**src/rtl/edid_trk_pkg.sv**
```systemverilog
package edid_trk_pkg;

    typedef enum logic [1:0] {
        PH_PASS = 2'd0,
        PH_OFF  = 2'd1,
        PH_FWD  = 2'd2
    } phase_e;

    function automatic logic is_cont_read(input logic native, input logic rd,
                                          input logic mot, input logic size_nz);
        return !native && rd && mot && size_nz;
    endfunction

    function automatic logic is_i2c_write(input logic native, input logic rd,
                                          input logic size_nz);
        return !native && !rd && size_nz;
    endfunction

endpackage

```
**src/rtl/edid_ptr_regs.sv**
```systemverilog
module edid_ptr_regs
    import edid_trk_pkg::*;
#(
    parameter int ADDR_W    = 8,
    parameter int OFF_W     = 8,
    parameter int STEP      = 16,
    parameter int BLOCK_LEN = 128,
    parameter int SEG_ADDR  = 'h30,
    parameter int EDID_ADDR = 'h50
) (
    input  logic              clk,
    input  logic              rst_n,
    input  logic              fire,
    input  logic              qual,
    input  logic              wr_cap,
    input  logic [ADDR_W-1:0] addr,
    input  logic [OFF_W-1:0]  data,
    output logic [OFF_W-1:0]  seg_q,
    output logic [OFF_W-1:0]  off_q,
    output logic              aligned
);
    localparam int BLK_BITS = $clog2(BLOCK_LEN);
    localparam logic [OFF_W-1:0] STEP_V = OFF_W'(STEP);
    localparam logic [OFF_W-1:0] BND_A  = OFF_W'(BLOCK_LEN);
    localparam logic [OFF_W-1:0] BND_B  = OFF_W'((2 * BLOCK_LEN) % (1 << OFF_W));

    typedef struct packed {
        logic [OFF_W-1:0] seg;
        logic [OFF_W-1:0] off;
    } ptr_t;

    ptr_t st_d, st_q;
    logic [OFF_W-1:0] off_next;

    always_comb begin
        st_d     = st_q;
        off_next = st_q.off + STEP_V;
        if (fire) begin
            if (qual) begin
                st_d.off = off_next;
                if (off_next == BND_A || off_next == BND_B)
                    st_d.seg = '0;
            end else if (wr_cap) begin
                if (addr == ADDR_W'(SEG_ADDR))
                    st_d.seg = data;
                else if (addr == ADDR_W'(EDID_ADDR))
                    st_d.off = data;
            end
        end
    end

    always_ff @(posedge clk) begin
        if (!rst_n) st_q <= '0;
        else        st_q <= st_d;
    end

    assign seg_q   = st_q.seg;
    assign off_q   = st_q.off;
    assign aligned = (st_q.off[BLK_BITS-1:0] == '0);

    assert_step_R7: assert property (@(posedge clk) disable iff (!rst_n)
        fire && qual |=> off_q == $past(off_q) + STEP_V);

    assert_seg_clear_R8: assert property (@(posedge clk) disable iff (!rst_n)
        fire && qual && ((off_q + STEP_V == BND_A) || (off_q + STEP_V == BND_B))
        |=> seg_q == '0);

    assert_native_ignored_R2: assert property (@(posedge clk) disable iff (!rst_n)
        !fire |=> $stable(seg_q) && $stable(off_q));
endmodule

```
**src/rtl/edid_inject_fsm.sv**
```systemverilog
module edid_inject_fsm
    import edid_trk_pkg::*;
(
    input  logic clk,
    input  logic rst_n,
    input  logic req_valid,
    input  logic qual,
    input  logic aligned,
    input  logic seg_nz,
    input  logic out_ready,
    output logic emit_seg,
    output logic emit_off,
    output logic fwd,
    output logic stall,
    output logic fwd_fire
);
    typedef struct packed {
        phase_e ph;
    } fsm_t;

    fsm_t st_d, st_q;

    always_comb begin
        st_d     = st_q;
        emit_seg = 1'b0;
        emit_off = 1'b0;
        fwd      = 1'b0;
        stall    = 1'b0;
        unique case (st_q.ph)
            PH_PASS: begin
                if (req_valid) begin
                    if (qual && !aligned) begin
                        stall = 1'b1;
                        if (seg_nz) begin
                            emit_seg = 1'b1;
                            if (out_ready) st_d.ph = PH_OFF;
                        end else begin
                            emit_off = 1'b1;
                            if (out_ready) st_d.ph = PH_FWD;
                        end
                    end else begin
                        fwd   = 1'b1;
                        stall = !out_ready;
                    end
                end
            end
            PH_OFF: begin
                stall    = 1'b1;
                emit_off = 1'b1;
                if (out_ready) st_d.ph = PH_FWD;
            end
            PH_FWD: begin
                fwd   = 1'b1;
                stall = !out_ready;
                if (req_valid && out_ready) st_d.ph = PH_PASS;
            end
            default: st_d.ph = PH_PASS;
        endcase
        fwd_fire = fwd && req_valid && out_ready;
    end

    always_ff @(posedge clk) begin
        if (!rst_n) st_q <= '{ph: PH_PASS};
        else        st_q <= st_d;
    end

    assert_aligned_skip_R4: assert property (@(posedge clk) disable iff (!rst_n)
        st_q.ph == PH_PASS && req_valid && qual && aligned |-> !emit_seg && !emit_off);

    assert_seg_then_off_R5: assert property (@(posedge clk) disable iff (!rst_n)
        emit_seg && out_ready |=> emit_off);

    assert_fwd_after_off_R9: assert property (@(posedge clk) disable iff (!rst_n)
        emit_off && out_ready |=> fwd && !emit_seg);
endmodule

```
**src/rtl/edid_req_mux.sv**
```systemverilog
module edid_req_mux #(
    parameter int ADDR_W   = 8,
    parameter int DATA_W   = 8,
    parameter int SIZE_W   = 8,
    parameter int SEG_ADDR = 'h30
) (
    input  logic              emit_seg,
    input  logic              emit_off,
    input  logic              fwd,
    input  logic              req_valid,
    input  logic              req_native,
    input  logic              req_read,
    input  logic              req_mot,
    input  logic [ADDR_W-1:0] req_addr,
    input  logic [DATA_W-1:0] req_data,
    input  logic [SIZE_W-1:0] req_size,
    input  logic [DATA_W-1:0] seg_val,
    input  logic [DATA_W-1:0] off_val,
    output logic              out_valid,
    output logic              out_native,
    output logic              out_read,
    output logic              out_mot,
    output logic [ADDR_W-1:0] out_addr,
    output logic [DATA_W-1:0] out_data,
    output logic [SIZE_W-1:0] out_size,
    output logic              out_skip_addr,
    output logic              out_skip_stop,
    output logic              out_inject
);
    logic helper;
    assign helper = emit_seg || emit_off;

    always_comb begin
        out_valid     = helper || (fwd && req_valid);
        out_native    = helper ? 1'b0 : req_native;
        out_read      = helper ? 1'b0 : req_read;
        out_mot       = helper ? 1'b0 : req_mot;
        out_size      = helper ? SIZE_W'(1) : req_size;
        out_skip_addr = helper;
        out_skip_stop = helper;
        out_inject    = helper;
        if (emit_seg) begin
            out_addr = ADDR_W'(SEG_ADDR);
            out_data = seg_val;
        end else if (emit_off) begin
            out_addr = req_addr;
            out_data = off_val;
        end else begin
            out_addr = req_addr;
            out_data = req_data;
        end
    end
endmodule

```
**src/rtl/edid_seg_tracker.sv**
```systemverilog
module edid_seg_tracker
    import edid_trk_pkg::*;
#(
    parameter int ADDR_W    = 8,
    parameter int DATA_W    = 8,
    parameter int SIZE_W    = 8,
    parameter int STEP      = 16,
    parameter int BLOCK_LEN = 128,
    parameter int SEG_ADDR  = 'h30,
    parameter int EDID_ADDR = 'h50
) (
    input  logic              clk,
    input  logic              rst_n,
    input  logic              req_valid,
    input  logic              req_native,
    input  logic              req_read,
    input  logic              req_mot,
    input  logic [ADDR_W-1:0] req_addr,
    input  logic [DATA_W-1:0] req_data,
    input  logic [SIZE_W-1:0] req_size,
    output logic              req_stall,
    input  logic              out_ready,
    output logic              out_valid,
    output logic              out_native,
    output logic              out_read,
    output logic              out_mot,
    output logic [ADDR_W-1:0] out_addr,
    output logic [DATA_W-1:0] out_data,
    output logic [SIZE_W-1:0] out_size,
    output logic              out_skip_addr,
    output logic              out_skip_stop,
    output logic              out_inject
);
    logic size_nz, qual, wr_cap, aligned;
    logic emit_seg, emit_off, fwd, fwd_fire;
    logic [DATA_W-1:0] seg_q, off_q;

    assign size_nz = (req_size != '0);
    assign qual    = is_cont_read(req_native, req_read, req_mot, size_nz);
    assign wr_cap  = is_i2c_write(req_native, req_read, size_nz);

    edid_ptr_regs #(
        .ADDR_W(ADDR_W), .OFF_W(DATA_W), .STEP(STEP), .BLOCK_LEN(BLOCK_LEN),
        .SEG_ADDR(SEG_ADDR), .EDID_ADDR(EDID_ADDR)
    ) u_regs (
        .clk(clk), .rst_n(rst_n), .fire(fwd_fire), .qual(qual), .wr_cap(wr_cap),
        .addr(req_addr), .data(req_data), .seg_q(seg_q), .off_q(off_q),
        .aligned(aligned)
    );

    edid_inject_fsm u_fsm (
        .clk(clk), .rst_n(rst_n), .req_valid(req_valid), .qual(qual),
        .aligned(aligned), .seg_nz(seg_q != '0), .out_ready(out_ready),
        .emit_seg(emit_seg), .emit_off(emit_off), .fwd(fwd), .stall(req_stall),
        .fwd_fire(fwd_fire)
    );

    edid_req_mux #(
        .ADDR_W(ADDR_W), .DATA_W(DATA_W), .SIZE_W(SIZE_W), .SEG_ADDR(SEG_ADDR)
    ) u_mux (
        .emit_seg(emit_seg), .emit_off(emit_off), .fwd(fwd),
        .req_valid(req_valid), .req_native(req_native), .req_read(req_read),
        .req_mot(req_mot), .req_addr(req_addr), .req_data(req_data),
        .req_size(req_size), .seg_val(seg_q), .off_val(off_q),
        .out_valid(out_valid), .out_native(out_native), .out_read(out_read),
        .out_mot(out_mot), .out_addr(out_addr), .out_data(out_data),
        .out_size(out_size), .out_skip_addr(out_skip_addr),
        .out_skip_stop(out_skip_stop), .out_inject(out_inject)
    );

    assert_helper_format_R6: assert property (@(posedge clk) disable iff (!rst_n)
        out_valid && out_inject |-> out_skip_addr && out_skip_stop && !out_read
                                    && !out_native && !out_mot && out_size == SIZE_W'(1));

    assert_helper_holds_req_R9: assert property (@(posedge clk) disable iff (!rst_n)
        out_valid && out_inject |-> req_stall);

    assert_fwd_unchanged_R9: assert property (@(posedge clk) disable iff (!rst_n)
        out_valid && !out_inject |-> out_addr == req_addr && out_data == req_data
                                     && out_size == req_size && req_stall == !out_ready);

    assert_backpressure_hold_R10: assert property (@(posedge clk) disable iff (!rst_n)
        out_valid && out_inject && !out_ready |=> out_valid && out_inject
                                                 && $stable(out_data) && $stable(out_addr));

    assert_idle_quiet_R1: assert property (@(posedge clk) disable iff (!rst_n)
        !req_valid && !out_inject |-> !out_valid);
endmodule

```
**config.mk**
```make
export PLATFORM = sky130hd
export DESIGN_NAME = edid_seg_tracker
export DESIGN_NICKNAME = d
export VERILOG_FILES = /design/src/rtl/edid_trk_pkg.sv /design/src/rtl/edid_ptr_regs.sv /design/src/rtl/edid_inject_fsm.sv /design/src/rtl/edid_req_mux.sv /design/src/rtl/edid_seg_tracker.sv
export SDC_FILE = /design/constraint.sdc
export NUM_CORES = 1
export LEC_CHECK = 0
export BUFFER_PORTS_ARGS = -buffer_cell sky130_fd_sc_hd__buf_2
export CAP_MARGIN = 20
export CORE_UTILIZATION = 45
export DETAILED_ROUTE_END_ITERATION = 8
export PLACE_DENSITY = 0.82
export SLEW_MARGIN = 0
export SYNTH_ARGS = -nofsm -noshare
export SYNTH_HDL_FRONTEND = slang
export SYNTH_HIERARCHICAL = 1
export SYNTH_SLANG_ARGS = --single-unit
```
**constraint.sdc**
```tcl
create_clock -name clk -period 6.2 [get_ports clk]
set_clock_uncertainty 0.2 [all_clocks]
set_input_delay 1.24 -clock clk [delete_from_list [all_inputs] [get_ports clk]]
set_output_delay 1.24 -clock clk [all_outputs]
set_load 0.01 [all_outputs]
```
* After elaboration in Yosys (flattened, before gate mapping) *
Cells that the tools add are included.

word-level totals
  flip-flop bits (word level) = 18
  input bits = 31
  logic and storage cells = 76

operators by class
  $add $sub $neg = 1
  equality and inequality tests = 11
  muxes and demuxes = 34
  reduce and logical (&&, ||, !) cells = 27

operator list
  operator             count
  $mux 8               8
  $mux 16              2
  $reduce_bool 8->1    2
  $mux 1               14
  $mux 2               6
  $reduce_and 4->1     3
  $logic_and 1x1->1    9
  $add 8x5->8 const B  1
  $eq 8x6->1 const B   1
  $eq 8x7->1 const B   1
  $eq 8x8->1 const B   1
  $logic_not 8->1      1
  $logic_not 7->1      1
  $ne 2x1->1 const B   3
  $pmux 2 s3           1
  $reduce_bool 2->1    3
  $logic_not 1->1      4
  $ne 2x2->1 const B   2
  $pmux 1 s2           2
  $logic_or 1x1->1     3
  $ne 3x3->1 const B   1
  $pmux 1 s3           1
  $eq 2x1->1 const B   1
  $eq 2x2->1 const B   1
  $logic_not 2->1      1

* Longest topological paths before layout *
Gate-level depths: netlist of the first run.

  depth in word-level cells = 11
  mapped depth = 11

* By module *
Netlist of the first run, hierarchy kept.

by module, submodules not included
  module            instances  cells an instance  area an instance (um2)
  edid_ptr_regs     1          97                 915.9
  edid_req_mux      1          53                 336.6
  edid_inject_fsm   1          23                 161.4
  edid_seg_tracker  1          8                  60.1

* Least setup slack after synthesis of the first run *
OpenSTA, ideal clock, no wires.

  kind = input-to-output
  start point = in req_size[3]
  end point = out out_skip_addr
  arrival time = 2980 ps
  setup slack = 1780 ps
  stages on the path = 8
  path buffers = 2
  cell sequence = nor4_2 > a211oi_1 > nand2b_1 > nor4_1 > nor2_2 > buf_6 > inv_1 > buf_4

between the ends
  cells in the longest elaborated chain, start to end = 7

RTL lines
  element             RTL line                text
  start: declaration  edid_seg_tracker.sv:20  input logic [SIZE_W-1:0] req_size,
  $reduce_bool 8->1   edid_seg_tracker.sv:38  assign size_nz = (req_size != '0);
  $logic_and 1x1->1   edid_trk_pkg.sv:11      return !native && rd && mot && size_nz;
  net qual            edid_seg_tracker.sv:34  logic size_nz, qual, wr_cap, aligned;
  $logic_and 1x1->1   edid_inject_fsm.sv:32   if (qual && !aligned) begin
  $mux 1              edid_inject_fsm.sv:32
  $mux 1              edid_inject_fsm.sv:31   if (req_valid) begin
  $mux 1              edid_inject_fsm.sv:29   unique case (st_q.ph)
  net emit_seg        edid_seg_tracker.sv:35  logic emit_seg, emit_off, fwd, fwd_fire;
  $logic_or 1x1->1    edid_req_mux.sv:31      assign helper = emit_seg || emit_off;
  end: declaration    edid_seg_tracker.sv:30  output logic out_skip_addr,

The timed path passes the listed nets, and every way through them passes these cells.

* Worst setup path in the final report of the first run *
  start point = in req_size[2]
  end point = out out_data[4]

between the ends
  cells in the longest elaborated chain, start to end = 8

RTL lines
  element            RTL line                text
  $reduce_bool 8->1  edid_seg_tracker.sv:38
  $logic_and 1x1->1  edid_trk_pkg.sv:11
  net qual           edid_seg_tracker.sv:34
  $logic_and 1x1->1  edid_inject_fsm.sv:32
  $mux 1             edid_inject_fsm.sv:32
  $mux 1             edid_inject_fsm.sv:31
  $pmux 1 s2         edid_inject_fsm.sv:29
  net emit_off       edid_seg_tracker.sv:35
  $mux 8             edid_req_mux.sv:45      end else if (emit_off) begin
  $mux 8             edid_req_mux.sv:42      if (emit_seg) begin
  end: declaration   edid_seg_tracker.sv:28  output logic [DATA_W-1:0] out_data,

The timed path passes the listed nets, and every way through them passes these cells.

==> impl_metrics.csv, run 1 <==
group,metric,value,unit
floorplanning,die_x,59.2,um
layout,final_util,59.4,%
drt,drt_wl_total,3630,um
floorplanning,design.core.area,3080,um2
sta,maxSlewViolCount,0,
sta,rsz0062_at_grt,"no",
min_path,worstHoldPathType,"reg2reg",
sta,relSlewSlack,57.2,%
layout,layout.nets,273,
worst_setup_path,crit_fanout,21,
global_route,antenna_found_initial,0,
clock_network,clk_latency,0.30,ns
synthesis,synth-edff-count,0,
pwr,ir_drop,0.0000893,V
global_route,overflow,0,
clock_network,htreeDepth,1,
clock_network,cts.sinks,18,
clock_network,clkTransAtPathRegs,0.11,ns
pwr,power_density,133,nW/um2
placement,routabilityCongestion,0.856,
floorplanning,num_rows,20,
synthesis,synthesis.nets,215,
global_route,grt_first_pass_wirelength,5860,um
floorplanning,dieArea,3510,um2
sta,hold_viol,0,
worst_setup_path,max_stage_delay,0.30,ns
synthesis,async_reset_ff_share,0,%
flow_run,maxCapViolCount,0,
clock_network,post-cts-setup-buffers,0,
sta,tightestPinTransition,0.638,ns
sta,finalSetupTns,0,ns
sta,setup_viol,0,
worst_setup_path,end_kind,"output pin",
clock_network,post_cts_resized,0,
global_route,grt_pass1_vias,1291,
worst_setup_path,critical_path_class,"in2out",
worst_setup_path,cp.required,4.76,ns
layout,num_antenna_cells,0,
layout,multi_input_area,1020,um2
synthesis,ys_ff_latch,18,
floorplanning,die_h,59.2,um
synthesis,yosysSeqAreaShare,24.4,%
floorplanning,num_io_pins,63,
placement,io_buffers,62,
worst_setup_path,crit_chain,"buf_2, nor4_2, a211oi_2, buf_4, nand2b_1, o31a_1, nor2_1, buf_4, mux2i_1, o21ai_0, buf_2",
sta,period_share,76.0,%
worst_setup_path,cp.buffers_inverters,4,
worst_setup_path,cp_data_arrival_time,3.27,ns
worst_setup_path,crit_slowest_cell,"o31a_1",
global_route,grt.total_usage,21.9,%
sta,fmax,212,MHz
drt,first_iter_violations,35,
clock_network,cts_made_buffers,3,
global_route,grt_max_degree,29,
clock_network,cts_buffer_depth,2,
synthesis,yosysWarnings,6,
drt,drtPass1Iterations,4,
pwr,p_leak,0.759,nW
drt,routedWlPerCell,12.9,um
clock_network,cts_tree,"yes",
outcome,status,"finished clean",
synthesis,syn_area,1470,um2
drt,drcViolationCount,0,
floorplanning,initial_core_util,47.9,%
layout,regArea,360,um2
worst_setup_path,crit_family,"buffers and inverters",
drt,vias,1507,
clock_network,cts_root_buf,"clkbuf_4",
layout,syn_to_final_growth,24.1,%
layout,fillerInstances,301,
synthesis,netlist_instances,181,
layout,final_layout_size_suffix_gt1_share,33.6,%
synthesis,syn_area_per_cell,8.14,um2
synthesis,synthFlopType,"dfxtp_1",
drt,antenna_left,0,
synthesis,yosys.cell_types.count,48,
placement,dp_hpwl,2790,um
worst_setup_path,start_kind,"primary input",
sta,finalCriticalPeriod,4.71,ns
drt,via_per_inst,5.34,
clock_network,postCtsHoldBufs,0,
## through the flow
stage | setup WS [ns] | hold slack (ns) | power [mW] | cells | instance area, um2
after floorplan | 1.78 | 0.247 | 0.145 | 181 | 1470
after global placement | 1.57 | 0.260 | 0.171 | 278 | 1790
after detailed placement | 1.52 | 0.264 | 0.171 | 278 | 1790
after CTS | 1.49 | 0.280 | 0.247 | 282 | 1830
after global routing | 1.28 | 0.299 | 0.257 | 282 | 1830
final | 1.49 | 0.283 | 0.243 | 282 | 1830
## placed cells by master (no fill, tap or decap), types with 2 or more instances in the layout
| cell | Yosys | final |
|---|---|---|
| a211oi_1 | 3 | 2 |
| a21oi_1 | 3 | 3 |
| a31oi_1 | 2 | 2 |
| and2_1 | 10 | 10 |
| buf_2 | 4 | 62 |
| buf_4 | 4 | 3 |
| clkbuf_4 | 0 | 3 |
| dfxtp_1 | 18 | 18 |
| ha_1 | 3 | 3 |
| inv_1 | 5 | 5 |
| mux2i_1 | 21 | 21 |
| nand2_1 | 27 | 27 |
| nand3_1 | 2 | 2 |
| nand3b_1 | 9 | 9 |
| nand4_1 | 2 | 2 |
| nor2_1 | 4 | 4 |
| nor2b_1 | 11 | 11 |
| nor3b_1 | 3 | 3 |
| nor4_1 | 3 | 2 |
| nor4_2 | 3 | 4 |
| o21a_1 | 2 | 2 |
| o21ai_0 | 10 | 10 |
| o21ai_1 | 2 | 2 |
| o311a_1 | 2 | 2 |
| or2_1 | 2 | 2 |
## Yosys cell counts (2+ instances only)
| library cell | count | area (um2) |
|---|---|---|
| buf_2 | 4 | 20.0 |
| nor3b_1 | 3 | 22.5 |
| o21a_1 | 2 | 15.0 |
| mux2i_1 | 21 | 210 |
| and2_1 | 10 | 62.6 |
| o21ai_1 | 2 | 10.0 |
| nand3b_1 | 9 | 67.6 |
| o21ai_0 | 10 | 50.1 |
| a31oi_1 | 2 | 12.5 |
| nand4_1 | 2 | 12.5 |
| a21oi_1 | 3 | 15.0 |
| inv_1 | 5 | 18.8 |
| o311a_1 | 2 | 20.0 |
| ha_1 | 3 | 37.5 |
| dfxtp_1 | 18 | 360 |
| nor4_1 | 3 | 18.8 |
| buf_6 | 2 | 22.5 |
| nor2_1 | 4 | 15.0 |
| clkbuf_1 | 2 | 7.51 |
| or2_1 | 2 | 12.5 |
| nor4_2 | 3 | 37.5 |
| nor2b_1 | 11 | 68.8 |
| buf_4 | 4 | 30.0 |
| a211oi_1 | 3 | 22.5 |
| nand3_1 | 2 | 10.0 |
| nand2_1 | 27 | 101 |
## logic make-up after synthesis
kind of cell,count (synthesis),share of synthesized area [%]
buffers and inverters,18,6.96
and+or+nand+nor,86,34.5
AOI/OAI and AO/OA,33,16.0
DFF,18,24.4
xor gates and xnor gates,1,0.594
muxes,22,15.0
adders and majority gates,3,2.55
## cell type report
class / count / share of cell area (%)
clock buffer: 4 / 1.98
inverter: 6 / 1.23
multi-input combinational: 145 / 55.9
sequential: 18 / 19.7
tap: 44 / 3.01
timing repair buffer: 65 / 18.2
## path summary, 6_finish.rpt
kind | endpoint | slack [ns] | startpoint | cells after the start
setup reg to reg | u_regs/seg_q[2] | 2.93 | u_regs/off_q[0] | 8
hold / removal | u_regs/seg_q[4] | 0.28 | u_regs/seg_q[4] | 2
setup / recovery | out_data[4] | 1.49 | req_size[2] | 11
hold reg to reg | u_regs/seg_q[4] | 0.28 | u_regs/seg_q[4] | 2
## worst reg2reg max path: stages, from the launching register on
cell and delay, ns:
dfxtp_1 0.34, or4_4 0.56, nor3b_1 0.20, nand2b_1 0.25, a21oi_1 0.12, nor3_1 0.34
o21ai_1 0.32, o32ai_4 0.61, mux2i_1 0.27
## layer usage
| metal | routed length [um] | vias to the layer above | global-route usage (%) |
|---|---|---|---|
| met1 | 1670 | 675 | 28.5 |
| met5 | 0 | - | 0 |
| met4 | 65 | 0 | 8.16 |
| li1 | - | 763 | - |
| met2 | 1640 | 62 | 35.8 |
| met3 | 247 | 7 | 3.93 |
## sequential cells by signal, summed over array words and instances (netlist names)
register	count
u_regs/seg_q	8
u_fsm/st_q	2
u_regs/off_q	8
## power breakdown
part / leakage (nW) / internal [mW] / switching [mW] / total, mW
registers: 0.145 / 0.116 / 0.000313 / 0.116
clock network: 0.0210 / 0.0359 / 0.0389 / 0.0748
logic: 0.593 / 0.0243 / 0.0283 / 0.0527
total: 0.759 / 0.176 / 0.0675 / 0.243
Note: power is estimated with default switching activity, not from simulation.
==> run 2: changes to the inputs <==
CORE_UTILIZATION = 43   (was 45)
clock period = 4.1 ns   (was 6.2 ns; I/O delays follow)
==> run 2 against run 1 <==
  * Count of clock-buffer cells in the layout stayed put
  * Cell area is 0.14% higher
  * First-iteration DRC count down 29%
  * Setup slack got worse by 1.1 ns
  * Total power grew 50%
  * Hold slack got worse by 0.00068 ns
  * Global-route usage shrank 1.3 points
  * Non-clock buffer count unchanged
  * Critical endpoint is now out_data[6]
  * Largest cell class unchanged
  * Highest routed layer unchanged
==> impl_metrics.csv, run 2 (synthesis gave the netlist of run 1 again) <==
group,metric,value,unit
pwr,p_total,0.365,mW
floorplanning,design.core.area,3150,um2
clock_network,htreeDepth,1,
clock_network,clk_latency,0.29,ns
clock_network,cts_root_buf,"clkbuf_4",
worst_setup_path,cp.required,3.08,ns
layout,final_cell_mix,"buf_2 (62), nand2_1 (27), mux2i_1 (21)",
sta,hold_viol,0,
layout,final_common_cell,"buf_2",
global_route,grt_max_degree,29,
layout,multi_input_area,1020,um2
drt,drt_wl_total,3770,um
drt,antenna_left,0,
floorplanning,initial_core_util,46.7,%
global_route,grt_pass1_vias,1405,
sta,finalCriticalPeriod,3.74,ns
drt,via_per_inst,5.46,
worst_setup_path,crit_slowest_cell,"nor4_2",
floorplanning,die_x,60.5,um
worst_setup_path,crit_chain,"inv_1, ha_1, nor3b_1, nand2b_1, buf_4, nor4_2, buf_4, nand2_1, o21ai_0, buf_2",
sta,relSlewSlack,48.8,%
floorplanning,num_rows,20,
clock_network,cts_tree,"yes",
global_route,grt.total_usage,20.6,%
layout,fillerInstances,282,
clock_network,clkTransAtPathRegs,0.11,ns
worst_setup_path,worst_path_most_repeated_cell,"buf_4",
placement,dp_hpwl,2880,um
layout,num_antenna_cells,0,
drt,drcViolationCount,0,
worst_setup_path,start_kind,"flip-flop",
sta,finalSetupTns,0,ns
floorplanning,num_io_pins,63,
layout,final_util,58.1,%
sta,tightestPinTransition,0.758,ns
drt,drtPass1Iterations,4,
min_path,worstHoldPathType,"reg2reg",
floorplanning,die_h,60.5,um
flow_run,maxCapViolCount,0,
sta,maxSlewViolCount,0,
worst_setup_path,reg2regPathDepth,9,
min_path,holdPathStages,2,
worst_setup_path,max_stage_delay,0.55,ns
pwr,p_leak,0.757,nW
layout,final_layout_size_suffix_gt1_share,34.0,%
layout,regArea,360,um2
drt,first_iter_violations,25,
sta,setup_viol,0,
clock_network,post-cts-setup-buffers,0,
placement,routabilityCongestion,0.883,
worst_setup_path,cp_data_arrival_time,2.72,ns
outcome,status,"finished clean",
clock_network,cts_buffer_depth,2,
layout,layout.nets,273,
clock_network,cts.sinks,18,
pwr,power_density,199,nW/um2
clock_network,cts_made_buffers,3,
global_route,grt_first_pass_wirelength,5820,um
global_route,antenna_found_initial,0,
drt,routedWlPerCell,13.4,um
worst_setup_path,end_kind,"output pin",
global_route,overflow,0,
sta,rsz0062_at_grt,"no",
worst_setup_path,crit_fanout,20,
floorplanning,dieArea,3670,um2
worst_setup_path,critical_path_class,"reg2out",
placement,io_buffers,62,
sta,period_share,91.3,%
drt,vias,1540,
layout,syn_to_final_growth,24.3,%
sta,fmax,267,MHz
pwr,ir_drop,0.000216,V
run 2: cell types whose count changed in the layout (fill, tap and decap cells not counted):
cell / delta
nor2_1: -1
nor2_2: +1
run 2: repair_timing:
| item | CTS | global route |
|---|---|---|
| resized for setup | 0 | 1 |
| setup endpoints to repair | 0 | 20 |
| hold buffers | 0 | 0 |
run 2: final cells by class:
cell class	count	share of cell area, %
clock buffer	4	1.98
sequential	18	19.7
multi-input combinational	145	55.9
timing repair buffer	65	18.2
tap	44	3.01
inverter	6	1.23
run 2: power by group:
group	internal, mW	switching (mW)	total, mW
registers	0.175	0.000459	0.175
logic	0.0368	0.0429	0.0797
clock network	0.0541	0.0561	0.110
total	0.266	0.0995	0.365
run 2: worst max-delay path: cells and delay by family, from the launching register on:
family | cells | cell delay, ns
buffers and inverters | 4 | 0.78
flip-flops | 1 | 0.43
AND/OR/NAND/NOR | 4 | 0.91
adder cells (fa/ha/maj) | 1 | 0.23
AO/OA/AOI/OAI | 1 | 0.09
run 2: layer usage:
metal	GRT usage (%)	vias to the layer above	wire length (um)
li1	-	757	-
met1	24.9	708	1680
met2	38.3	71	1770
met3	2.77	4	286
met4	5.19	0	27
met5	0	-	0
run 2: metrics by stage:
step                setup WS (ns)  cell area [um2]  instances  hold WS [ns]
floorplan                   0.520             1470        181         0.247
global placement            0.196             1790        278         0.259
detailed placement          0.146             1790        278         0.271
CTS                        0.0756             1830        282         0.287
global route                0.109             1830        282         0.318
finish                      0.356             1830        282         0.282
run 2: worst paths after layout:
check | from | to | slack [ns]
setup / recovery | u_regs/off_q[4] | out_data[6] | 0.36
hold / removal | u_regs/seg_q[4] | u_regs/seg_q[4] | 0.28
setup reg to reg | u_regs/off_q[0] | u_regs/seg_q[2] | 0.77
hold reg to reg | u_regs/seg_q[4] | u_regs/seg_q[4] | 0.28
==> run 3: changes to the inputs <==
CELL_PAD_IN_SITES_DETAIL_PLACEMENT = 0   (was default)
CELL_PAD_IN_SITES_GLOBAL_PLACEMENT = 1   (was default)
CORE_ASPECT_RATIO = 1.75   (was default)
CORE_UTILIZATION = 30   (was 43)
PLACE_DENSITY = 0.81   (was 0.82)
==> run 3 against run 2 <==
  * Count of clock-buffer cells in the layout did not move
  * Total power increased by 11%
  * Sequential share of layout area shrank 0.47 points
  * Largest power group unchanged
  * Highest routed layer unchanged
==> impl_metrics.csv, run 3 (synthesis gave the netlist of run 1 again) <==
group,metric,value,unit
outcome,status,"finished clean",
pwr,power_density,216,nW/um2
layout,num_antenna_cells,0,
placement,dp_hpwl,3150,um
floorplanning,die_x,55.0,um
drt,drcViolationCount,0,
worst_setup_path,reg2regPathDepth,9,
floorplanning,initial_core_util,31.3,%
sta,maxSlewViolCount,0,
drt,drt_wl_total,4040,um
sta,rsz0062_at_grt,"no",
drt,wl_met2,2220,um
worst_setup_path,cp_data_arrival_time,2.76,ns
floorplanning,num_rows,33,
sta,relSlewSlack,52.0,%
drt,drtPass1Iterations,4,
global_route,antenna_found_initial,0,
pwr,p_sw,0.108,mW
worst_setup_path,end_kind,"output pin",
pwr,p_leak,0.769,nW
drt,first_iter_violations,9,
placement,dp_cells,287,
clock_network,clkTransAtPathRegs,0.07,ns
pwr,combPwrFrac,19.6,%
sta,tightestPinTransition,0.710,ns
pwr,p_clk_share,37.1,%
placement,routabilityCongestion,0.796,
sta,finalSetupTns,0,ns
layout,layout.nets,274,
worst_setup_path,start_kind,"primary input",
worst_setup_path,rrSetupSlack,0.90,ns
floorplanning,design.core.area,4710,um2
clock_network,cts_tree,"yes",
placement,dpl-instance-area,1810,um2
global_route,grt.total_usage,16.6,%
clock_network,clk_latency,0.26,ns
clock_network,cts_made_buffers,3,
sta,period_share,92.2,%
sta,setup_viol,0,
drt,met1_length,1600,um
clock_network,postCtsHoldBufs,0,
floorplanning,num_io_pins,63,
global_route,grt_pass1_vias,1424,
floorplanning,dieArea,5210,um2
sta,worst_hold_slack,0.281,ns
drt,routedWlPerCell,13.9,um
layout,final_common_cell,"buf_2",
layout,final_layout_size_suffix_gt1_share,34.3,%
worst_setup_path,critical_path_class,"in2out",
layout,stdcell_count,291,
pwr,p_int,0.298,mW
global_route,grt_max_degree,29,
pwr,seq_power_share,43.3,%
pwr,p_sw_share,26.6,%
worst_setup_path,worst_r2r_endpoint,"u_regs/seg_q[1]",
min_path,worstHoldPathType,"reg2reg",
clock_network,cts_root_buf,"clkbuf_8",
drt,antenna_left,0,
placement,io_buffers,62,
worst_setup_path,cp.required,3.08,ns
worst_setup_path,crit_fanout,10,
layout,fin_area,1880,um2
flow_run,maxCapViolCount,0,
sta,hold_viol,0,
sta,finalCriticalPeriod,3.78,ns
clock_network,htreeDepth,1,
drt,via_per_inst,5.15,
layout,syn_to_final_growth,27.3,%
worst_setup_path,timing.critical_path.from,"req_size[0]",
clock_network,cts_buffer_depth,2,
worst_setup_path,timing.rr.start,"u_regs/off_q[0]",
global_route,overflow,0,
layout,final_cell_mix,"buf_2 (62), nand2_1 (27), mux2i_1 (21)",
global_route,grt_first_pass_wirelength,6390,um
layout,fillerInstances,525,
worst_setup_path,cp-endpoint,"out_data[4]",
pwr,ir_drop,0.000140,V
drt,vias,1500,
drt,top_layer_used,"met4",
floorplanning,die_h,94.7,um
clock_network,cts.sinks,18,
clock_network,post-cts-setup-buffers,0,
pwr,p_total,0.405,mW
drt,routed-wl-met3,151,um
sta,fmax,265,MHz
## run 3: cell types whose count changed in the layout (fill, tap and decap cells not counted)
cell      delta
buf_4        +1
clkbuf_4     -3
clkbuf_8     +3
nor4_2       -1
nor4_4       +1
## run 3: metal layers
metal  up-vias  track usage, %
met1       696            17.4
met3         7            1.77
met5         -               0
met4         0            7.71
li1        760               -
met2        37            30.8
## run 3: worst min-delay path by stage
stage,startpoint,end,slack [ns],cells past startpoint
5_1_grt,u_regs/seg_q[6],u_regs/seg_q[6],0.30,2
6_report,u_regs/seg_q[7],u_regs/seg_q[7],0.28,2
2_1_floorplan,u_regs/seg_q[2],u_regs/seg_q[2],0.25,2
3_5_place_dp,u_regs/seg_q[4],u_regs/seg_q[4],0.27,2
4_1_cts,u_regs/seg_q[4],u_regs/seg_q[4],0.28,2
3_3_place_gp,u_regs/seg_q[4],u_regs/seg_q[4],0.26,2
## run 3: through the flow
| step | setup slack, ns | util (%) |
|---|---|---|
| after floorplan | 0.520 | - |
| after global placement | 0.0250 | 38.5 |
| after detailed placement | -0.0440 | 38.5 |
| after CTS | 0.225 | 39.7 |
| after global routing | 0.0959 | 39.9 |
| final | 0.321 | 39.9 |
## run 3: layout make-up
| type | instances | area, um2 | share of cell area [%] |
|---|---|---|---|
| Timing Repair Buffer | 66 | 340 | 18.1 |
| Clock buffer | 4 | 55.1 | 2.93 |
| Inverter | 6 | 22.5 | 1.20 |
| Multi-Input combinational cell | 145 | 1030 | 55.1 |
| Tap cell | 52 | 65.1 | 3.47 |
| Sequential cell | 18 | 360 | 19.2 |
## run 3: critical path: stages
cell	delay [ns]
buf_2	0.09
nor4_2	0.05
a211oi_2	0.24
nand2b_1	0.15
o31a_1	0.30
nor2_2	0.56
mux2i_1	0.15
o21ai_0	0.22
buf_2	0.17
## run 3: repair_timing
item / 4_1_cts / 5_1_grt
hold endpoints to repair: 0 / 0
gates resized for setup: 1 / 1
setup endpoints to repair: 11 / 1
## run 3: power groups by stage
stage,Combinational (mW),Clock (mW),Sequential [mW]
global route,0.0893,0.162,0.175
finish,0.0796,0.150,0.175
global placement,0.0799,0,0.180
floorplan,0.0404,0,0.179
detailed placement,0.0804,0,0.180
CTS,0.0807,0.154,0.175
